--- src/rtl/pkt_fmt_pkg.sv ---
package pkt_fmt_pkg;

  typedef enum logic [1:0] {
    PF_IDLE = 2'd0,
    PF_FILL = 2'd1,
    PF_ASK  = 2'd2,
    PF_SEND = 2'd3
  } pf_state_e;

  // packet words for a size code: base shifted by the two low code bits
  function automatic int unsigned words_for_code(input int unsigned base,
                                                 input logic [1:0] code);
    return base << code;
  endfunction

endpackage

--- src/rtl/pkt_fmt_store.sv ---
module pkt_fmt_store #(
  parameter int DATA_W = 32,
  parameter int DEPTH  = 32,
  localparam int ADDR_W = $clog2(DEPTH)
) (
  input  logic              clk,
  input  logic              wr_en,
  input  logic [ADDR_W-1:0] wr_addr,
  input  logic [DATA_W-1:0] wr_data,
  input  logic [ADDR_W-1:0] rd_addr,
  output logic [DATA_W-1:0] rd_data
);

  logic [DATA_W-1:0] mem [DEPTH];

  always_ff @(posedge clk) begin
    if (wr_en) mem[wr_addr] <= wr_data;
  end

  assign rd_data = mem[rd_addr];

endmodule

--- src/rtl/pkt_fmt_ctrl.sv ---
module pkt_fmt_ctrl
  import pkt_fmt_pkg::*;
#(
  parameter int ID_W       = 2,
  parameter int CODE_W     = 3,
  parameter int BASE_WORDS = 4,
  localparam int MAX_WORDS = BASE_WORDS << 3,
  localparam int ADDR_W    = $clog2(MAX_WORDS),
  localparam int CNT_W     = $clog2(MAX_WORDS + 1)
) (
  input  logic              clk,
  input  logic              rst_n,
  input  logic              in_valid,
  input  logic [ID_W-1:0]   in_id,
  input  logic [CODE_W-1:0] in_len_code,
  output logic              in_ready,
  input  logic              grant,
  output logic              req,
  output logic [ID_W-1:0]   pkt_id,
  output logic [CNT_W-1:0]  pkt_len,
  output logic              out_valid,
  output logic              out_start,
  output logic              out_end,
  output logic              wr_en,
  output logic [ADDR_W-1:0] wr_addr,
  output logic [ADDR_W-1:0] rd_addr
);

  pf_state_e        state;
  logic [CNT_W-1:0] wr_cnt;
  logic [CNT_W-1:0] rd_cnt;
  logic [ID_W-1:0]  lat_id;
  logic [CNT_W-1:0] lat_len;
  logic             ask_aged;

  // named internal events
  logic             accept;
  logic             first_in;
  logic             last_in;
  logic             grant_taken;
  logic             last_out;
  logic [CNT_W-1:0] code_len;

  assign code_len    = CNT_W'(words_for_code(BASE_WORDS, in_len_code[1:0]));
  assign in_ready    = (state == PF_IDLE) || (state == PF_FILL);
  assign accept      = in_valid && in_ready;
  assign first_in    = accept && (state == PF_IDLE);
  assign last_in     = accept && (state == PF_FILL) && (wr_cnt + CNT_W'(1) == lat_len);
  assign grant_taken = (state == PF_ASK) && ask_aged && grant;
  assign last_out    = (state == PF_SEND) && (rd_cnt == lat_len - CNT_W'(1));

  always_ff @(posedge clk) begin
    if (!rst_n) begin
      state    <= PF_IDLE;
      wr_cnt   <= '0;
      rd_cnt   <= '0;
      lat_id   <= '0;
      lat_len  <= CNT_W'(BASE_WORDS);
      ask_aged <= 1'b0;
    end else begin
      unique case (state)
        PF_IDLE: begin
          if (first_in) begin
            lat_id  <= in_id;
            lat_len <= code_len;
            wr_cnt  <= CNT_W'(1);
            state   <= PF_FILL;
          end
        end
        PF_FILL: begin
          if (accept) begin
            wr_cnt <= wr_cnt + CNT_W'(1);
            if (last_in) begin
              state    <= PF_ASK;
              ask_aged <= 1'b0;
            end
          end
        end
        PF_ASK: begin
          ask_aged <= 1'b1;
          if (grant_taken) begin
            rd_cnt <= '0;
            state  <= PF_SEND;
          end
        end
        PF_SEND: begin
          rd_cnt <= rd_cnt + CNT_W'(1);
          if (last_out) state <= PF_IDLE;
        end
        default: state <= PF_IDLE;
      endcase
    end
  end

  assign req       = (state == PF_ASK);
  assign out_valid = (state == PF_SEND);
  assign out_start = out_valid && (rd_cnt == '0);
  assign out_end   = last_out;
  assign pkt_id    = lat_id;
  assign pkt_len   = lat_len;
  assign wr_en     = accept;
  assign wr_addr   = (state == PF_IDLE) ? '0 : wr_cnt[ADDR_W-1:0];
  assign rd_addr   = rd_cnt[ADDR_W-1:0];


  req_hold_chk: assert property (@(posedge clk) disable iff (!rst_n)
    req && !grant |=> req && $stable(pkt_id) && $stable(pkt_len));


  early_grant_chk: assert property (@(posedge clk) disable iff (!rst_n)
    $rose(req) |=> req);


  len_legal_chk: assert property (@(posedge clk) disable iff (!rst_n)
    req |-> ($countones(pkt_len) == 1) && (pkt_len >= CNT_W'(BASE_WORDS)));


  burst_gapless_chk: assert property (@(posedge clk) disable iff (!rst_n)
    out_valid && !out_end |=> out_valid && !out_start);


  grant_to_data_chk: assert property (@(posedge clk) disable iff (!rst_n)
    grant_taken |=> out_valid && out_start);


  req_data_excl_chk: assert property (@(posedge clk) disable iff (!rst_n)
    $onehot0({req, out_valid}));


  input_closed_chk: assert property (@(posedge clk) disable iff (!rst_n)
    (req || out_valid) |-> !in_ready);


  reopen_chk: assert property (@(posedge clk) disable iff (!rst_n)
    out_valid && out_end |=> in_ready && !out_valid);

endmodule

--- src/rtl/pkt_formatter.sv ---
module pkt_formatter #(
  parameter int DATA_W     = 32,
  parameter int ID_W       = 2,
  parameter int CODE_W     = 3,
  parameter int BASE_WORDS = 4,
  localparam int MAX_WORDS = BASE_WORDS << 3,
  localparam int ADDR_W    = $clog2(MAX_WORDS),
  localparam int CNT_W     = $clog2(MAX_WORDS + 1)
) (
  input  logic              clk,
  input  logic              rst_n,
  input  logic              in_valid,
  input  logic [ID_W-1:0]   in_id,
  input  logic [CODE_W-1:0] in_len_code,
  input  logic [DATA_W-1:0] in_data,
  output logic              in_ready,
  input  logic              grant,
  output logic              req,
  output logic [ID_W-1:0]   pkt_id,
  output logic [CNT_W-1:0]  pkt_len,
  output logic              out_valid,
  output logic [DATA_W-1:0] out_data,
  output logic              out_start,
  output logic              out_end
);

  logic              wr_en;
  logic [ADDR_W-1:0] wr_addr;
  logic [ADDR_W-1:0] rd_addr;

  pkt_fmt_ctrl #(
    .ID_W       (ID_W),
    .CODE_W     (CODE_W),
    .BASE_WORDS (BASE_WORDS)
  ) u_ctrl (
    .clk         (clk),
    .rst_n       (rst_n),
    .in_valid    (in_valid),
    .in_id       (in_id),
    .in_len_code (in_len_code),
    .in_ready    (in_ready),
    .grant       (grant),
    .req         (req),
    .pkt_id      (pkt_id),
    .pkt_len     (pkt_len),
    .out_valid   (out_valid),
    .out_start   (out_start),
    .out_end     (out_end),
    .wr_en       (wr_en),
    .wr_addr     (wr_addr),
    .rd_addr     (rd_addr)
  );

  pkt_fmt_store #(
    .DATA_W (DATA_W),
    .DEPTH  (MAX_WORDS)
  ) u_store (
    .clk     (clk),
    .wr_en   (wr_en),
    .wr_addr (wr_addr),
    .wr_data (in_data),
    .rd_addr (rd_addr),
    .rd_data (out_data)
  );

endmodule

--- config.mk ---
export PLATFORM = sky130hd
export DESIGN_NAME = pkt_formatter
export DESIGN_NICKNAME = d
export VERILOG_FILES = /design/src/rtl/pkt_fmt_pkg.sv /design/src/rtl/pkt_fmt_store.sv /design/src/rtl/pkt_fmt_ctrl.sv /design/src/rtl/pkt_formatter.sv
export SDC_FILE = /design/constraint.sdc
export NUM_CORES = 1
export LEC_CHECK = 0
export CORE_ASPECT_RATIO = 1.5
export CORE_UTILIZATION = 45
export CTS_CLUSTER_DIAMETER = 150
export DETAILED_ROUTE_END_ITERATION = 12
export DONT_BUFFER_PORTS = 1
export SYNTH_ARGS = -nofsm -noshare
export SYNTH_HDL_FRONTEND = slang
export SYNTH_SLANG_ARGS = --single-unit
--- constraint.sdc ---
create_clock -name clk -period 3.7 [get_ports clk]
set_clock_uncertainty 0.2 [all_clocks]
set_input_delay 0.925 -clock clk [delete_from_list [all_inputs] [get_ports clk]]
set_output_delay 0.925 -clock clk [all_outputs]
set_load 0.03 [all_outputs]
==> run metrics, run 1 <==
placed insts 2,845; Cell Count, Final, Fillers Out 3,050; DP HPWL 51,100 microns; antenna violations before repair 1; r2r setup slk 0.74 ns; top cells by area, synth edfxtp_1 (76%), mux4_2 (18%), dfxtp_1 (1.3%); Crit Path Class flop to primary output; worst-case clock buffer depth 3; Synth Area in XOR/XNOR 0.00326; LEAKAGE 0.0141 uW; drt wl/cell 31.3 microns; post-synthesis simple-gate area fraction 0.0135; vias per cell 5.95; max cap viols 0; Setup crit start kind flop; Synth Cell Area 40,300 sq um; Die Ht 368 microns; failing checks setup timing; Routability Congestion 0.749; pre-CTS setup slack 0.220 ns; top-count cell post-synth edfxtp_1; Peak Freq 0.243 GHz; fin nets 1,870; adder-cell share of the synthesized area 0.00279; post-synth top area cell edfxtp_1; final hold vios 0; H-tree depth 3; ant diodes 0; Compound-Gate Fraction of Synth Area 0.00500; Routed Antenna Nets 0; Post-synth ARST share 0; FF-to-FF path depth 6; Initial Util 0.453; WP data arrival 2.98 ns; first-pass GRT wire length 134,000 microns; Root Driver clkbuf_16; flop and latch count out of synthesis 1,050; number of synthesized flops with an enable pin 1,024; Worst-Margin Slew 0.762 ns; average size of a mapped cell 24.1 sq um; TritonCTS clock tree built; Global Route Usage Sum 0.212; Pre-antenna DRT Iters 5; nature of the critical path endpoint primary output; io pins 86; Util after Layout 0.529; pwr dens 535 nW/um^2; unrepaired setup endpoints after global routing true; Hold/Removal Path Class input pin to flop; Tcrit/Tclk final 1.11; crit path capture out_data[8]; P&R area growth vs syn 16.6%; CTS Sinks 1,050; Reg clk slew, reported paths 0.07 ns; GRT overflow 0; mux cell area share after synthesis 0.189; Detailed Route WL 95,600 microns; fin crit period 4.11 ns; Commonest cells post-synth edfxtp_1 (1,024), mux4_2 (320), clkbuf_1 (43); CP required 2.57 ns; RR Endpoint u_store.mem[25][16]; vias 18,100; hold_ws 0.144 ns; worst-skew pair later-pin latency 0.67 ns; largest net degree at the start of global routing 39; main combinational cell family by area after synthesis multiplexers; R2R Path Start u_ctrl.state[0]; Yosys warning total 0; sequential share of the synthesized area 0.776; Die ar. 90,800 sq um; share of the synthesized area in the top cell type 0.763; critical path fanouts, max 7; Fin Setup TNS -11.19 ns; setup violators final 32; Port-buffer cells 0; layout cells sized above 1 0.354; Max Slew Vio Count 0; final worst setup slack -0.409 ns; Synth Flop Type edfxtp_1; Max-slew headroom 0.490; Post-route DRC 0; drt first-iter violations 1,661; Cell variety after synth 43; worst vdd ir 0.348 mV; Syn Inst Count 1,669; Die W 246 microns; CORE AREA 88,900 sq um; row count 134; CTS Buf Count 93; Post-CTS Hold Buffers 0; number of global-route vias before repair 19,000; outcome complete, but fails checks
routing by layer:
metal / vias to the layer above / wire length (microns) / GRT usage
met3: 126 / 6430 / 0.0433
met4: 2 / 2270 / 0.0618
li1: 7469 / - / -
met5: - / 11 / 0
met2: 644 / 50800 / 0.365
met1: 9903 / 36000 / 0.271
worst min path at each step:
stage | start | endpoint | slack, ns | depth (start not counted)
3_5_place_dp | u_ctrl.ask_aged | u_ctrl.ask_aged | 0.29 | 2
2_1_floorplan | u_ctrl.ask_aged | u_ctrl.ask_aged | 0.27 | 2
3_3_place_gp | u_ctrl.ask_aged | u_ctrl.ask_aged | 0.30 | 2
4_1_cts | in_data[30] | u_store.mem[10][30] | 0.09 | 0
5_1_grt | in_data[17] | u_store.mem[1][17] | 0.10 | 0
6_report | rst_n | u_ctrl.pkt_len[2] | 0.14 | 1
timing repair:
| action | in CTS | in global routing |
|---|---|---|
| resized for setup | 46 | 28 |
| pin swaps | 0 | 0 |
| endpoints found under the setup margin | 32 | 33 |
| buffers inserted | 3 | 10 |
| cloned | 5 | 20 |
through the flow:
step / total power, uW / area (sq um)
floorplan: 14800 / 40300
global placement: 15300 / 42900
detailed placement: 15300 / 42900
CTS: 25100 / 46300
global route: 25900 / 47000
finish: 25100 / 47000
cells by family after synthesis:
logic type | after synthesis
xor+xnor | 15
fa+ha+maj | 9
flops | 1050
other cells | 1
simple gates | 113
buf+inv | 95
compound gates | 31
mux | 355
registers in the layout, indices dropped and copies added, names as in the netlist, named ones only:
signal	flops
u_ctrl.ask_aged	1
u_ctrl.pkt_id	2
u_ctrl.pkt_len	4
u_ctrl.rd_cnt	6
u_ctrl.state	2
u_ctrl.wr_cnt	6
u_store.mem	1024
final cells by class:
cell class / instances / area (sq um)
clock inverter: 59 / 626
fill: 6705 / 41900
multi-input combinational: 525 / 8970
inverter: 8 / 30.0
sequential: 1050 / 31300
timing repair buffer: 142 / 2200
tap: 1156 / 1450
clock buffer: 110 / 2410
critical path, stage by stage (launching register included):
cell       delay, ns
dfxtp_4         0.40
buf_8           0.15
clkbuf_16       0.21
buf_16          0.15
mux4_2          0.51
mux4_2          0.53
mux2_4          0.34
cells in the final DEF, fill, tap and decap left out, types with 9 or more instances in the layout:
master     instances
dfxtp_1           21
ha_1               9
buf_16            15
nand2_1           22
clkbuf_16        112
clkbuf_1          16
nor2b_1           11
buf_12            37
nor2_4            32
mux2_4            32
nand3_1           13
edfxtp_1        1024
buf_4             62
mux4_2           320
o21ai_0           10
nor2_1            10
clkinv_1          17
bufinv_16         11
clkinv_2          15
power by group:
part	leakage [uW]	switching, uW	internal, uW
clock	0.00147	4280	5460
sequential	0.00943	69.6	13200
combinational	0.00322	1060	1060
total	0.0141	5410	19700
Power figures use the tool's default switching activity.
==> run 2: changes to the inputs <==
--- a/config.mk
+++ b/config.mk
@@ -7,6 +7,7 @@
 export LEC_CHECK = 0
 export CORE_ASPECT_RATIO = 1.5
 export CORE_UTILIZATION = 45
+export CTS_BUF_LIST = sky130_fd_sc_hd__clkbuf_4
 export CTS_CLUSTER_DIAMETER = 150
 export DETAILED_ROUTE_END_ITERATION = 12
 export DONT_BUFFER_PORTS = 1
==> run 2 against run 1 <==
Against the previous run:
- critical path depth decreased by 1
- via count increased by 4.3%
- core utilization decreased by 0.062 points
- clock-buffer cell count increased by 233
- clock power decreased by 10%
- fmax decreased by 7.7%
- largest cell class unchanged
- the run still ends with setup timing left
- global-route usage increased by 0.49 points
- sequential cell count unchanged
- combinational power increased by 4%
- die area unchanged
- final area decreased by 0.12%
- hold slack improved by 0.15 ns
==> run metrics, run 2 (same netlist as run 1, synthesis figures left out) <==
outcome complete, but fails checks; failing checks setup timing; CTS Buf Count 227; CORE AREA 88,900 sq um; max reg flops 1,024; Biggest register u_store.mem; Crit Path Class flop to primary output; Global Route Usage Sum 0.217; LEAKAGE 0.0144 uW; CP max stage cell mux4_2; fin crit period 4.45 ns; Routed Antenna Nets 0; WP data arrival 3.33 ns; critical path fanouts, max 14; final hold vios 0; Reg clk slew, reported paths 0.07 ns; first-pass GRT wire length 137,000 microns; io pins 86; layout cells sized above 1 0.410; Detailed Route WL 96,000 microns; Max-slew headroom 0.250; commonest non-fill, non-tap cells in the layout edfxtp_1 (1,024), clkbuf_4 (343), mux4_2 (320); Max Slew Vio Count 0; Pre-antenna DRT Iters 5; number of global-route vias before repair 20,400; Tcrit/Tclk final 1.20; slowest stage delay, CP 0.54 ns; GRT overflow 0; largest net degree at the start of global routing 39; Die W 246 microns; Worst-Margin Slew 1.12 ns; Setup crit start kind flop; Cell Count, Final, Fillers Out 3,311; worst-skew pair later-pin latency 1.08 ns; CTS Sinks 1,050; final worst setup slack -0.751 ns; nature of the critical path endpoint primary output; unrepaired setup endpoints after global routing true; Die ar. 90,800 sq um; Initial Util 0.453; Top Registers u_store.mem (1024), u_ctrl.rd_cnt (6), u_ctrl.wr_cnt (6); DP Area 42,900 sq um; max cap viols 0; vias per cell 5.71; CP required 2.57 ns; antenna violations before repair 7; Port-buffer cells 0; placed insts 2,845; TritonCTS clock tree built; setup violators final 33; Post-route DRC 0; worst vdd ir 0.344 mV; CP cell instances buf_16 > buf_12 > mux4_2 > mux4_2 > mux2_4; Routability Congestion 0.749; post-route cell area 46,900 sq um; Peak Freq 0.225 GHz; Fill cells 6,854; worst-case clock buffer depth 3; Root Driver clkbuf_4; pwr dens 515 nW/um^2; Tot Pwr 24,200 uW; drt first-iter violations 1,728; WP buf/inv 2; most common cell after layout, fill and taps aside edfxtp_1; drt wl/cell 29.0 microns; Hold/Removal Path Class input pin to flop; row count 134; DP HPWL 51,100 microns; H-tree depth 4; vias 18,900; Top cell by count, worst path mux4_2; fin nets 2,029; P&R area growth vs syn 16.4%; CP delay by family, top multiplexers; Die Ht 368 microns
run 2: what timing repair did:
action | CTS | global route
setup endpoints to repair | 35 | 33
hold buffers | 41 | 0
hold endpoints to repair | 1050 | 0
gates cloned | 6 | 7
setup buffers | 6 | 1
pin swaps | 3 | 2
resized for setup | 61 | 6
run 2: per-layer routing:
metal | vias up | GRT usage | part of all wire
met4 | 6 | 0.0742 | 0.021
met5 | - | 0 | 0.00037
li1 | 7956 | - | -
met2 | 704 | 0.372 | 0.53
met3 | 143 | 0.0570 | 0.067
met1 | 10100 | 0.265 | 0.38
run 2: cell type report:
cell class,instances,area (sq um),share of cell area
clock buffers,343,2570,0.0549
repair buffers,167,2240,0.0477
well taps,1156,1450,0.0308
clock inverters,55,322,0.00685
multi-input cells,525,8990,0.192
inverters,8,35.0,0.000747
diodes,7,17.5,0.000373
flip-flops and latches,1050,31300,0.667
run 2: worst paths after layout:
check                        from                  to  slack [ns]  cells after the start
hold reg to reg   u_ctrl.ask_aged     u_ctrl.ask_aged        0.32                      2
setup / recovery             flop         out_data[8]       -0.75                      5
setup reg to reg  u_ctrl.state[0]  u_store.mem[5][18]        0.81                      7
hold / removal           in_valid   u_store.mem[0][1]        0.29                      2
run 2: power breakdown:
group	total (uW)	internal, uW	switching [uW]	leakage [uW]
Sequential	13200	13200	72.9	0.00943
Clock	8720	4420	4300	0.00172
Combinational	2210	1020	1190	0.00323
Total	24200	18600	5560	0.0144
run 2: per-stage QoR:
stage | setup slack, ns | utilization | setup TNS [ns] | hold slack [ns]
floorplan | 0.266 | - | 0 | 0.271
global placement | 0.233 | 0.483 | 0 | 0.299
detailed placement | 0.220 | 0.483 | 0 | 0.294
CTS | -0.997 | 0.525 | -30.27 | 0.0907
global route | -0.964 | 0.528 | -29.81 | 0.137
finish | -0.751 | 0.528 | -22.96 | 0.292
